===== config.mk =====
export PLATFORM = sky130hd
export DESIGN_NAME = wordaddr_cursor
export DESIGN_NICKNAME = d
export VERILOG_FILES = /design/src/rtl/wordaddr_cursor_pkg.sv /design/src/rtl/wordaddr_load_merge.sv /design/src/rtl/wordaddr_step.sv /design/src/rtl/wordaddr_cursor.sv
export SDC_FILE = /design/constraint.sdc
export NUM_CORES = 1
export LEC_CHECK = 0
export BUFFER_PORTS_ARGS = -buffer_cell sky130_fd_sc_hd__buf_4
export CELL_PAD_IN_SITES_DETAIL_PLACEMENT = 1
export CELL_PAD_IN_SITES_GLOBAL_PLACEMENT = 2
export CORE_ASPECT_RATIO = 1.4
export CORE_MARGIN = 4
export CORE_UTILIZATION = 25
export CTS_CLUSTER_DIAMETER = 100
export DETAILED_ROUTE_END_ITERATION = 6
export GPL_ROUTABILITY_DRIVEN = 0
export PLACE_DENSITY = 0.71
export SYNTH_ARGS = -nofsm -noshare
export SYNTH_HDL_FRONTEND = slang
export SYNTH_SLANG_ARGS = --single-unit
export TNS_END_PERCENT = 1

===== constraint.sdc =====
create_clock -name clk -period 1.6 [get_ports clk]
set_input_delay 0.24 -clock clk [delete_from_list [all_inputs] [get_ports clk]]
set_output_delay 0.24 -clock clk [all_outputs]
set_load 0.03 [all_outputs]

===== src/rtl/wordaddr_cursor_pkg.sv =====
package wordaddr_cursor_pkg;

    typedef enum logic {
        WALK_WR = 1'b0,
        WALK_RD = 1'b1
    } walk_mode_e;

endpackage


===== src/rtl/wordaddr_load_merge.sv =====
module wordaddr_load_merge #(
    parameter int ADDR_W = 14,
    parameter int BYTE_W = 8,
    localparam int HI_W  = ADDR_W - BYTE_W
) (
    input  logic [ADDR_W-1:0] cur_i,
    input  logic              hi_stb_i,
    input  logic              lo_stb_i,
    input  logic [HI_W-1:0]   hi_part_i,
    input  logic [BYTE_W-1:0] lo_part_i,
    output logic              load_o,
    output logic [ADDR_W-1:0] merged_o
);
    always_comb begin
        merged_o = cur_i;
        if (hi_stb_i) begin
            merged_o[ADDR_W-1:BYTE_W] = hi_part_i;
        end
        if (lo_stb_i) begin
            merged_o[BYTE_W-1:0] = lo_part_i;
        end
        load_o = hi_stb_i | lo_stb_i;
    end
endmodule


===== src/rtl/wordaddr_step.sv =====
module wordaddr_step
    import wordaddr_cursor_pkg::*;
#(
    parameter int ADDR_W    = 14,
    parameter int PAGE_BITS = 6
) (
    input  logic [ADDR_W-1:0] cur_i,
    input  walk_mode_e        mode_i,
    output logic [ADDR_W-1:0] next_o
);
    logic [ADDR_W-1:0]    linear;
    logic [ADDR_W-1:0]    paged;
    logic [PAGE_BITS-1:0] offs_inc;

    always_comb begin
        linear   = cur_i + ADDR_W'(1);
        offs_inc = cur_i[PAGE_BITS-1:0] + PAGE_BITS'(1);
        paged    = {cur_i[ADDR_W-1:PAGE_BITS], offs_inc};
        next_o   = (mode_i == WALK_RD) ? linear : paged;
    end
endmodule


===== src/rtl/wordaddr_cursor.sv =====
module wordaddr_cursor
    import wordaddr_cursor_pkg::*;
#(
    parameter int PAGE_BITS = 6,
    parameter int ROW_BITS  = 8,
    parameter int BYTE_W    = 8,
    localparam int ADDR_W   = PAGE_BITS + ROW_BITS,
    localparam int HI_W     = ADDR_W - BYTE_W
) (
    input  logic              clk,
    input  logic              rst_n,
    input  logic              ld_hi_i,
    input  logic              ld_lo_i,
    input  logic [BYTE_W-1:0] ld_byte_i,
    input  logic              step_i,
    input  logic              rd_mode_i,
    output logic [ADDR_W-1:0] addr_o
);
    typedef struct packed {
        logic [ADDR_W-1:0] addr;
    } cursor_t;

    cursor_t           st_d, st_q;
    logic              load_hit;
    logic [ADDR_W-1:0] loaded_addr;
    logic [ADDR_W-1:0] stepped_addr;
    walk_mode_e        mode;

    assign mode = walk_mode_e'(rd_mode_i);

    wordaddr_load_merge #(
        .ADDR_W(ADDR_W),
        .BYTE_W(BYTE_W)
    ) u_merge (
        .cur_i    (st_q.addr),
        .hi_stb_i (ld_hi_i),
        .lo_stb_i (ld_lo_i),
        .hi_part_i(ld_byte_i[HI_W-1:0]),
        .lo_part_i(ld_byte_i),
        .load_o   (load_hit),
        .merged_o (loaded_addr)
    );

    wordaddr_step #(
        .ADDR_W   (ADDR_W),
        .PAGE_BITS(PAGE_BITS)
    ) u_step (
        .cur_i (st_q.addr),
        .mode_i(mode),
        .next_o(stepped_addr)
    );

    always_comb begin
        st_d = st_q;
        if (load_hit) begin
            st_d.addr = loaded_addr;
        end else if (step_i) begin
            st_d.addr = stepped_addr;
        end
    end

    always_ff @(posedge clk) begin
        if (!rst_n) begin
            st_q <= '0;
        end else begin
            st_q <= st_d;
        end
    end

    assign addr_o = st_q.addr;
endmodule


==> impl_metrics.yaml, run 1 <==
worst_setup_path:
  cp.required_ps: 1770
  path_cells: "nand3_4 > or4_4 > or4_1 > a31oi_1"
  critPathMaxFanout: 3
  reg2reg_slack_ps: -10
  endpoint_kind: "flop"
  arrival_ps: 1790
  cp.buffers_inverters: 0
  crit_family: "simple AND/OR/NAND/NOR gates"
  cp-start-kind: "flop"
  cp_slowest_stage_delay_ps: 550
  r2r_end: "addr_o[13]$_SDFFE_PN0P_"
  crit_cells: 4
  ff2ff_path_depth: 4
  crit_path_top_delay_cell: "or4_4"
  critical_path_class: "flop to flop"
  r2r_start: "addr_o[0]$_SDFFE_PN0P_"
timing:
  hold_viol: 0
  finalSetupViolCount: 1
  setup_ws_ps: -12.6
  layout_min_cycle_time_ps: 1610
  worstMarginPinSlew_ps: 470
  holdWs_ps: 235
  fin_crit_sh_pct: 101
  max_freq_ghz: 0.620
  slew_headroom_pct: 68.6
  worst_clock_skew_ps: 6.52
  grt_setup_unrepaired: "yes"
  setup_tns_ps: -12.6
  drv_slew: 0
outcome:
  outcome: "finished, violations left"
  violations: "setup timing"
cts:
  numCtsBuffers: 3
  clock-sinks: 14
  clk_pin_slew_worst_paths_ps: 70
  cts_tree: "built"
  cts_max_path_buffers: 2
  cts_root_buf: "clkbuf_8"
  htree_levels: 1
  clk_latency_ps: 250
routing:
  drt_wl_total_um: 3480
  drt_iter0_drc: 27
  route.detailed.drc: 0
  wl_per_cell_um: 18.0
  dr.pass1.iters: 4
  via_per_inst: 5.47
  vias: 1062
  postRouteAntennaNets: 0
layout:
  syn_to_final_growth_pct: 51.1
  seq_area_um2: 309
  postLayoutCellArea_mm2: 0.00133
  layout-drive-gt1-share_pct: 42.9
  fin_util_pct: 39.4
  final_cell_mix: "44 x buf_4, 11 x nand2_1, 9 x o21ai_0"
  multi_input_area_um2: 583
  num_antenna_cells: 0
  n_fill_cell: 420
  largest_reg_flops: 14
  nNetsFinal: 170
  layout_commonest_cell: "buf_4"
grt:
  grt_max_degree: 15
  grt_antenna_before_repair: 0
  first_global_vias: 1146
  grt_overflow: 0
  grt_pass1_wl_um: 5750
  grt_usage_pct: 16.4
synth:
  synthArstFlopShare_pct: 0
  synth_top_area_share_pct: 31.8
  yosysSeqAreaShare_pct: 31.8
  syn_inst: 111
  syn_nets: 126
  syn_area_um2: 882
  synth_area_per_cell_um2: 7.95
  synth_edf_count: 0
  ys_types: 36
  synth.area.top_cells: "dfxtp_1 32%, o21ai_0 5.1%, nand2_1 5.1%"
  synth_top_flop_cell: "dfxtp_1"
  yosys_register_bits: 14
  yosys.area.top_type: "dfxtp_1"
  synth-warning-count: 0
power_and_ir_drop:
  powerDensity_mw_per_mm2: 728
  leakage_nw: 0.521
  p_total_mw: 0.970
  vdd_drop_max_v: 0.000255
floorplan:
  core_mm2: 0.00338
  start_util_pct: 26.1
  die_x_um: 58.2
  io_pins: 28
  fp-row-count: 25
  dieHeight_um: 78.3
  design.die.area_mm2: 0.00456
place:
  io_buffers: 27
  place_hpwl_um: 2790
  placed_area_mm2: 0.00125
worst_hold_path:
  hold_path.class: "primary input to flop"
  worstHoldStart: "ld_byte_i[2]"
  whs_path_depth: 3
  hold_end: "addr_o[2]$_SDFFE_PN0P_"
run:
  maxCapViolCount: 0
-- final cells by class --
cell class	count	share of cell area (%)
repair buffers	44	24.8
flip-flops and latches	14	23.2
clock inverters	1	0.282
multi-input cells	88	43.8
clock buffers	3	3.10
well taps	40	3.76
inverters	4	1.13
-- cell usage after synthesis (all sizes together), types with 2 or more instances --
master   n
xnor2    5
nand2   13
a31oi    3
nor3b    2
nor2     5
nand3    8
nand3b   2
nor3     5
inv      4
or3      2
nor4     5
nand4    3
a21oi    7
clkbuf   5
a311oi   2
o21ai    9
dfxtp   14
mux2i    2
o31ai    2
or4      2
-- power by group --
part | switching, mW | total (mW) | leakage [nW] | internal (mW)
clock | 0.138 | 0.308 | 0.0231 | 0.170
combinational | 0.147 | 0.262 | 0.377 | 0.114
sequential | 0.0301 | 0.401 | 0.121 | 0.370
total | 0.315 | 0.970 | 0.521 | 0.655
-- worst register-to-register path: cells and delay by family, from the launching register on --
kind | cells | cell delay (ps)
compound gates | 1 | 130
flops | 1 | 370
simple gates | 3 | 1030
-- what timing repair did --
action / 4_1_cts / 5_1_grt
gates resized for setup: 0 / 3
setup buffers: 3 / 0
endpoints found under the setup margin: 1 / 4
hold endpoints to repair: 0 / 0
hold buffers: 0 / 0
-- metrics by stage --
stage          cells  worst slack (ps)
2_1_floorplan    111             -62.7
3_3_place_gp     187              13.8
3_5_place_dp     187             -17.1
4_1_cts          194             -15.3
5_1_grt          194             -68.9
6_report         194             -12.6
-- how the worst max path moves through the flow --
stage	start	endpoint	slack (ps)
2_1_floorplan	addr_o[2]$_SDFFE_PN0P_	addr_o[13]$_SDFFE_PN0P_	-60
3_5_place_dp	addr_o[0]$_SDFFE_PN0P_	addr_o[13]$_SDFFE_PN0P_	-20
5_1_grt	addr_o[0]$_SDFFE_PN0P_	addr_o[13]$_SDFFE_PN0P_	-70
4_1_cts	addr_o[0]$_SDFFE_PN0P_	addr_o[13]$_SDFFE_PN0P_	-20
6_report	addr_o[0]$_SDFFE_PN0P_	addr_o[13]$_SDFFE_PN0P_	-10
3_3_place_gp	addr_o[0]$_SDFFE_PN0P_	addr_o[13]$_SDFFE_PN0P_	10
-- logic make-up (layout without fill, tap and decap cells) --
| family | after synthesis | count (layout) | share of synthesized area, % |
|---|---|---|---|
| compound gates | 30 | 30 | 21.6 |
| mux | 2 | 2 | 2.27 |
| flops | 14 | 14 | 31.8 |
| xor+xnor | 5 | 5 | 4.96 |
| simple gates | 50 | 50 | 34.2 |
| buf+inv | 9 | 52 | 3.83 |
| fa+ha+maj | 1 | 1 | 1.42 |
-- layer usage --
metal	share of wire, %	wire [µm]	global-route usage (%)
met5	0	0	0
met4	2.2	76	5.80
met3	3.7	128	2.14
met2	53	1840	29.2
met1	41	1440	19.4
(Power assumes the default switching activity.)
==> inputs of run 2 (changes only) <==
--- a/config.mk
+++ b/config.mk
@@ -5,16 +5,17 @@
 export SDC_FILE = /design/constraint.sdc
 export NUM_CORES = 1
 export LEC_CHECK = 0
+export ABC_AREA = 1
 export BUFFER_PORTS_ARGS = -buffer_cell sky130_fd_sc_hd__buf_4
 export CELL_PAD_IN_SITES_DETAIL_PLACEMENT = 1
 export CELL_PAD_IN_SITES_GLOBAL_PLACEMENT = 2
 export CORE_ASPECT_RATIO = 1.4
 export CORE_MARGIN = 4
-export CORE_UTILIZATION = 25
+export CORE_UTILIZATION = 23
 export CTS_CLUSTER_DIAMETER = 100
 export DETAILED_ROUTE_END_ITERATION = 6
 export GPL_ROUTABILITY_DRIVEN = 0
-export PLACE_DENSITY = 0.71
+export PLACE_DENSITY = 0.7
 export SYNTH_ARGS = -nofsm -noshare
 export SYNTH_HDL_FRONTEND = slang
 export SYNTH_SLANG_ARGS = --single-unit
==> run 2 against run 1 <==
Effect of this change:
- the flow now finishes without violations
- worst setup slack better by 200 ps
- synthesized area is 5.4% higher
- critical path depth rose by 3
- critical path type unchanged
- largest power group unchanged
==> impl_metrics.yaml, run 2 <==
outcome:
  outcome: "finished, final reports clean"
cts:
  clk_latency_ps: 250
  post_cts_buffers: 0
  clock-sinks: 14
  numCtsBuffers: 3
  htree_levels: 1
  clk_pin_slew_worst_paths_ps: 70
  cts_root_buf: "clkbuf_8"
  cts_repair_resize_count: 0
  cts_max_path_buffers: 2
  cts_tree: "built"
  postCtsHoldBufs: 0
floorplan:
  io_pins: 28
  dieHeight_um: 83.2
  core_mm2: 0.00392
  die_x_um: 61.7
  design.die.area_mm2: 0.00514
  fp-row-count: 27
  start_util_pct: 23.7
synth:
  yosysMostFrequentCell: "nand2_1"
  yosys_register_bits: 14
  synthTopCellsByCount: "28 x nand2_1, 19 x a21oi_1, 17 x nand3_1, 15 x o21ai_0, 14 x dfxtp_1"
  syn_nets: 161
  syn_area_um2: 930
  synth_area_per_cell_um2: 6.37
  ys_types: 20
  synth_top_area_share_pct: 30.1
  yosysSeqAreaShare_pct: 30.1
  synth-warning-count: 0
  syn_inst: 146
  synthArstFlopShare_pct: 0
  yosys.area.top_type: "dfxtp_1"
  synth_edf_count: 0
  synth.area.top_cells: "dfxtp_1 30%, nand2_1 11%, a21oi_1 10%"
  synth_top_flop_cell: "dfxtp_1"
worst_setup_path:
  path_cells: "ha_1 > nand2_1 > nor2_4 > nand2_1 > o21bai_1 > nand3_1 > a21oi_1"
  cp-start-kind: "flop"
  crit_path_top_delay_cell: "dfxtp_1"
  crit_top_cell: "nand2_1"
  crit_family: "simple AND/OR/NAND/NOR gates"
  arrival_ps: 1600
  cp.required_ps: 1780
  cp_slowest_stage_delay_ps: 410
  endpoint_kind: "flop"
  critical_path_class: "flop to flop"
  critPathMaxFanout: 8
  cp.buffers_inverters: 0
timing:
  worst_clock_skew_ps: 3.54
  hold_viol: 0
  finalSetupViolCount: 0
  setup_tns_ps: 0
  fin_crit_sh_pct: 88.5
  holdWs_ps: 264
  slew_headroom_pct: 73.9
  grt_setup_unrepaired: "no"
  layout_min_cycle_time_ps: 1420
  max_freq_ghz: 0.706
  worstMarginPinSlew_ps: 392
  drv_slew: 0
layout:
  num_antenna_cells: 0
  syn_to_final_growth_pct: 34.7
  postLayoutCellArea_mm2: 0.00125
  layoutNonFillerInstCount: 221
  layout-drive-gt1-share_pct: 26.4
  fin_util_pct: 32.0
  final_cell_mix: "29 x buf_4, 28 x nand2_1, 19 x a21oi_1"
  nNetsFinal: 194
  layout_commonest_cell: "buf_4"
  largest_reg_flops: 14
grt:
  grt_max_degree: 15
  grt_antenna_before_repair: 0
  grt_usage_pct: 14.9
  grt_overflow: 0
  first_global_vias: 1135
  grt_pass1_wl_um: 5790
place:
  io_buffers: 27
  placed_area_mm2: 0.00120
  place_hpwl_um: 2650
  dpl.cell_count: 217
routing:
  wl_per_cell_um: 15.2
  drt_wl_total_um: 3360
  postRouteAntennaNets: 0
  dr.pass1.iters: 3
  vias: 1110
  drt_iter0_drc: 29
  via_per_inst: 5.02
  route.detailed.drc: 0
power_and_ir_drop:
  leakage_nw: 0.530
  powerDensity_mw_per_mm2: 830
  vdd_drop_max_v: 0.000363
worst_hold_path:
  hold_path.class: "primary input to flop"
run:
  maxCapViolCount: 0
-- run 2: worst min-delay path, delay by kind of cell --
family | cells | cell delay, ps
AO/OA/AOI/OAI | 2 | 160
buffers and inverters | 1 | 80
-- run 2: layout make-up --
cell class                      count  area [µm²]
Fill cell                         526        2670
Multi-Input combinational cell    113         578
Sequential cell                    14         280
Timing Repair Buffer               29         218
Inverter                           18        67.6
Clock buffer                        4        55.1
Tap cell                           43        53.8
-- run 2: cells by family after synthesis --
| kind of cell | after synthesis | share of synthesized area [%] |
|---|---|---|
| AO/OA/AOI/OAI | 44 | 25.7 |
| AND/OR/NAND/NOR | 68 | 35.1 |
| buffers and inverters | 19 | 7.67 |
| flip-flops | 14 | 30.1 |
| adder cells (fa/ha/maj) | 1 | 1.35 |
-- run 2: layer usage --
metal,vias up,part of all wire (%),GRT usage [%],wire length (µm)
met3,4,2.4,2.02,81
met5,-,0,0,0
met2,14,54,24.6,1800
met4,0,1.3,5.21,44
met1,528,43,18.9,1430
li1,564,-,-,-
-- run 2: final timing paths --
check | from | slack, ps | depth (start not counted) | endpoint
worst max-delay path | addr_o[0]$_SDFFE_PN0P_ | 180 | 7 | addr_o[10]$_SDFFE_PN0P_
worst min register to register | addr_o[13]$_SDFFE_PN0P_ | 590 | 2 | addr_o[13]$_SDFFE_PN0P_
worst max register to register | addr_o[0]$_SDFFE_PN0P_ | 180 | 7 | addr_o[10]$_SDFFE_PN0P_
worst min-delay path | ld_byte_i[7] | 260 | 3 | addr_o[7]$_SDFFE_PN0P_
-- run 2: power by group --
group / internal (mW) / leakage [nW] / total, mW / switching, mW
logic: 0.101 / 0.385 / 0.261 / 0.160
clock network: 0.218 / 0.0288 / 0.360 / 0.141
registers: 0.377 / 0.116 / 0.419 / 0.0411
-- run 2: per-stage QoR --
stage          power (mW)  setup WS [ps]
2_1_floorplan       0.569            144
3_3_place_gp        0.688            303
3_5_place_dp        0.691            204
4_1_cts              1.07            193
5_1_grt              1.12           60.4
6_report             1.04            184
==> inputs of run 3 (changes only) <==
--- a/config.mk
+++ b/config.mk
@@ -16,6 +16,7 @@
 export DETAILED_ROUTE_END_ITERATION = 6
 export GPL_ROUTABILITY_DRIVEN = 0
 export PLACE_DENSITY = 0.7
+export REMOVE_ABC_BUFFERS = 1
 export SYNTH_ARGS = -nofsm -noshare
 export SYNTH_HDL_FRONTEND = slang
 export SYNTH_SLANG_ARGS = --single-unit
==> run 3 against run 2 <==
Effect of this change:
- clock power barely moved
- maximum frequency is 2.3% higher
- combinational power hardly changed
- worst setup slack better by 32 ps
- die area unchanged
- sequential power about the same
- power rose by 0.19%
- core utilization did not move
- critical path depth is the same
- critical path type unchanged
- largest cell class unchanged
- highest routed layer unchanged
==> impl_metrics.yaml, run 3 (synthesis gave the netlist of run 2 again) <==
routing:
  via_per_inst: 5.01
  postRouteAntennaNets: 0
  vias: 1107
  drt_iter0_drc: 19
  route.detailed.drc: 0
  dr.pass1.iters: 3
  drt_wl_total_um: 3190
  wl_per_cell_um: 14.4
worst_setup_path:
  critPathMaxFanout: 8
  cp_slowest_stage_delay_ps: 410
  cp.buffers_inverters: 0
  crit_path_top_delay_cell: "dfxtp_1"
  crit_family: "simple AND/OR/NAND/NOR gates"
  crit_top_cell: "nand2_1"
  cp-start-kind: "flop"
  endpoint_kind: "flop"
  arrival_ps: 1570
  r2r_start: "addr_o[0]$_SDFFE_PN0P_"
  cp.required_ps: 1790
  path_cells: "ha_1 > nand2_1 > nor2_4 > nand2_1 > o21bai_1 > nand3_1 > a21oi_1"
  startpoint: "addr_o[0]$_SDFFE_PN0P_"
  critical_path_class: "flop to flop"
timing:
  grt_setup_unrepaired: "no"
  worstMarginPinSlew_ps: 373
  max_freq_ghz: 0.722
  hold_viol: 0
  fin_crit_sh_pct: 86.5
  slew_headroom_pct: 75.1
  finalSetupViolCount: 0
  layout_min_cycle_time_ps: 1380
  worst_clock_skew_ps: 5.00
  drv_slew: 0
  setup_tns_ps: 0
floorplan:
  start_util_pct: 23.7
  fp-row-count: 27
  design.die.area_mm2: 0.00514
  dieHeight_um: 83.2
  core_mm2: 0.00392
  io_pins: 28
  die_x_um: 61.7
cts:
  clk_latency_ps: 250
  postCtsHoldBufs: 0
  post_cts_buffers: 0
  cts_max_path_buffers: 2
  cts_tree: "built"
  clk_pin_slew_worst_paths_ps: 70
  numCtsBuffers: 3
  cts_root_buf: "clkbuf_8"
  htree_levels: 1
  clock-sinks: 14
  cts_repair_resize_count: 0
power_and_ir_drop:
  p_clk_share_pct: 34.9
  seq_power_share_pct: 40.1
  powerDensity_mw_per_mm2: 832
  switchingPower_mw: 0.344
  leakage_nw: 0.530
  netSwitchingFraction_pct: 33.0
  vdd_drop_max_v: 0.000320
  p_total_mw: 1.04
  power.internal_mw: 0.697
  p_comb_share_pct: 25.0
grt:
  grt_usage_pct: 13.9
  grt_antenna_before_repair: 0
  grt_max_degree: 15
  met1_usage_pct: 18.5
  grt-busiest-layer: "met2"
  met3_usage_pct: 2.02
  grt_overflow: 0
  grt_pass1_wl_um: 5430
  grt.met2_usage_pct: 22.2
  first_global_vias: 1170
place:
  placed_area_mm2: 0.00120
  io_buffers: 27
  place_hpwl_um: 2600
  dpl.cell_count: 217
layout:
  layout-drive-gt1-share_pct: 26.4
  largest_reg_flops: 14
  num_antenna_cells: 0
  postLayoutCellArea_mm2: 0.00125
  final_cell_mix: "29 x buf_4, 28 x nand2_1, 19 x a21oi_1"
  nNetsFinal: 194
  layoutNonFillerInstCount: 221
  layout_commonest_cell: "buf_4"
  syn_to_final_growth_pct: 34.7
run:
  maxCapViolCount: 0
outcome:
  outcome: "finished, final reports clean"
worst_hold_path:
  worstHoldStart: "ld_byte_i[7]"
  hold_path.class: "primary input to flop"
==> run 3: final cells by class <==
cell class,count,area [µm²]
Fill cell,506,2670
Multi-Input combinational cell,113,578
Sequential cell,14,280
Timing Repair Buffer,29,218
Inverter,18,67.6
Clock buffer,4,55.1
Tap cell,43,53.8
==> run 3: power groups by stage <==
stage	combinational (mW)	clock, mW	sequential [mW]
CTS	0.266	0.369	0.418
detailed placement	0.265	0	0.426
finish	0.261	0.363	0.417
global placement	0.262	0	0.424
floorplan	0.0958	0	0.471
global route	0.289	0.391	0.424
==> run 3: through the flow <==
| step | util [%] | setup WS (ps) | hold WS (ps) |
|---|---|---|---|
| after global placement | 30.6 | 305 | 522 |
| final | 32.0 | 216 | 267 |
| after global routing | 32.0 | 70.5 | 292 |
| after floorplan | - | 144 | 378 |
| after detailed placement | 30.6 | 208 | 522 |
| after CTS | 32.0 | 190 | 261 |
==> run 3: worst min-delay path, delay by kind of cell <==
family | cells | cell delay (ps)
compound gates | 2 | 160
buf+inv | 1 | 80
==> run 3: final timing paths <==
path	slack [ps]	to	cells past startpoint
min reg2reg	580	addr_o[6]$_SDFFE_PN0P_	2
min	270	addr_o[7]$_SDFFE_PN0P_	3
max reg2reg	220	addr_o[10]$_SDFFE_PN0P_	7
max	220	addr_o[10]$_SDFFE_PN0P_	7
==> run 3: metal layers <==
layer  part of all wire (%)  vias up
met5                      0        -
met4                    1.4        0
met3                    3.8        5
met2                     50       20
met1                     44      521
li1                       -      561
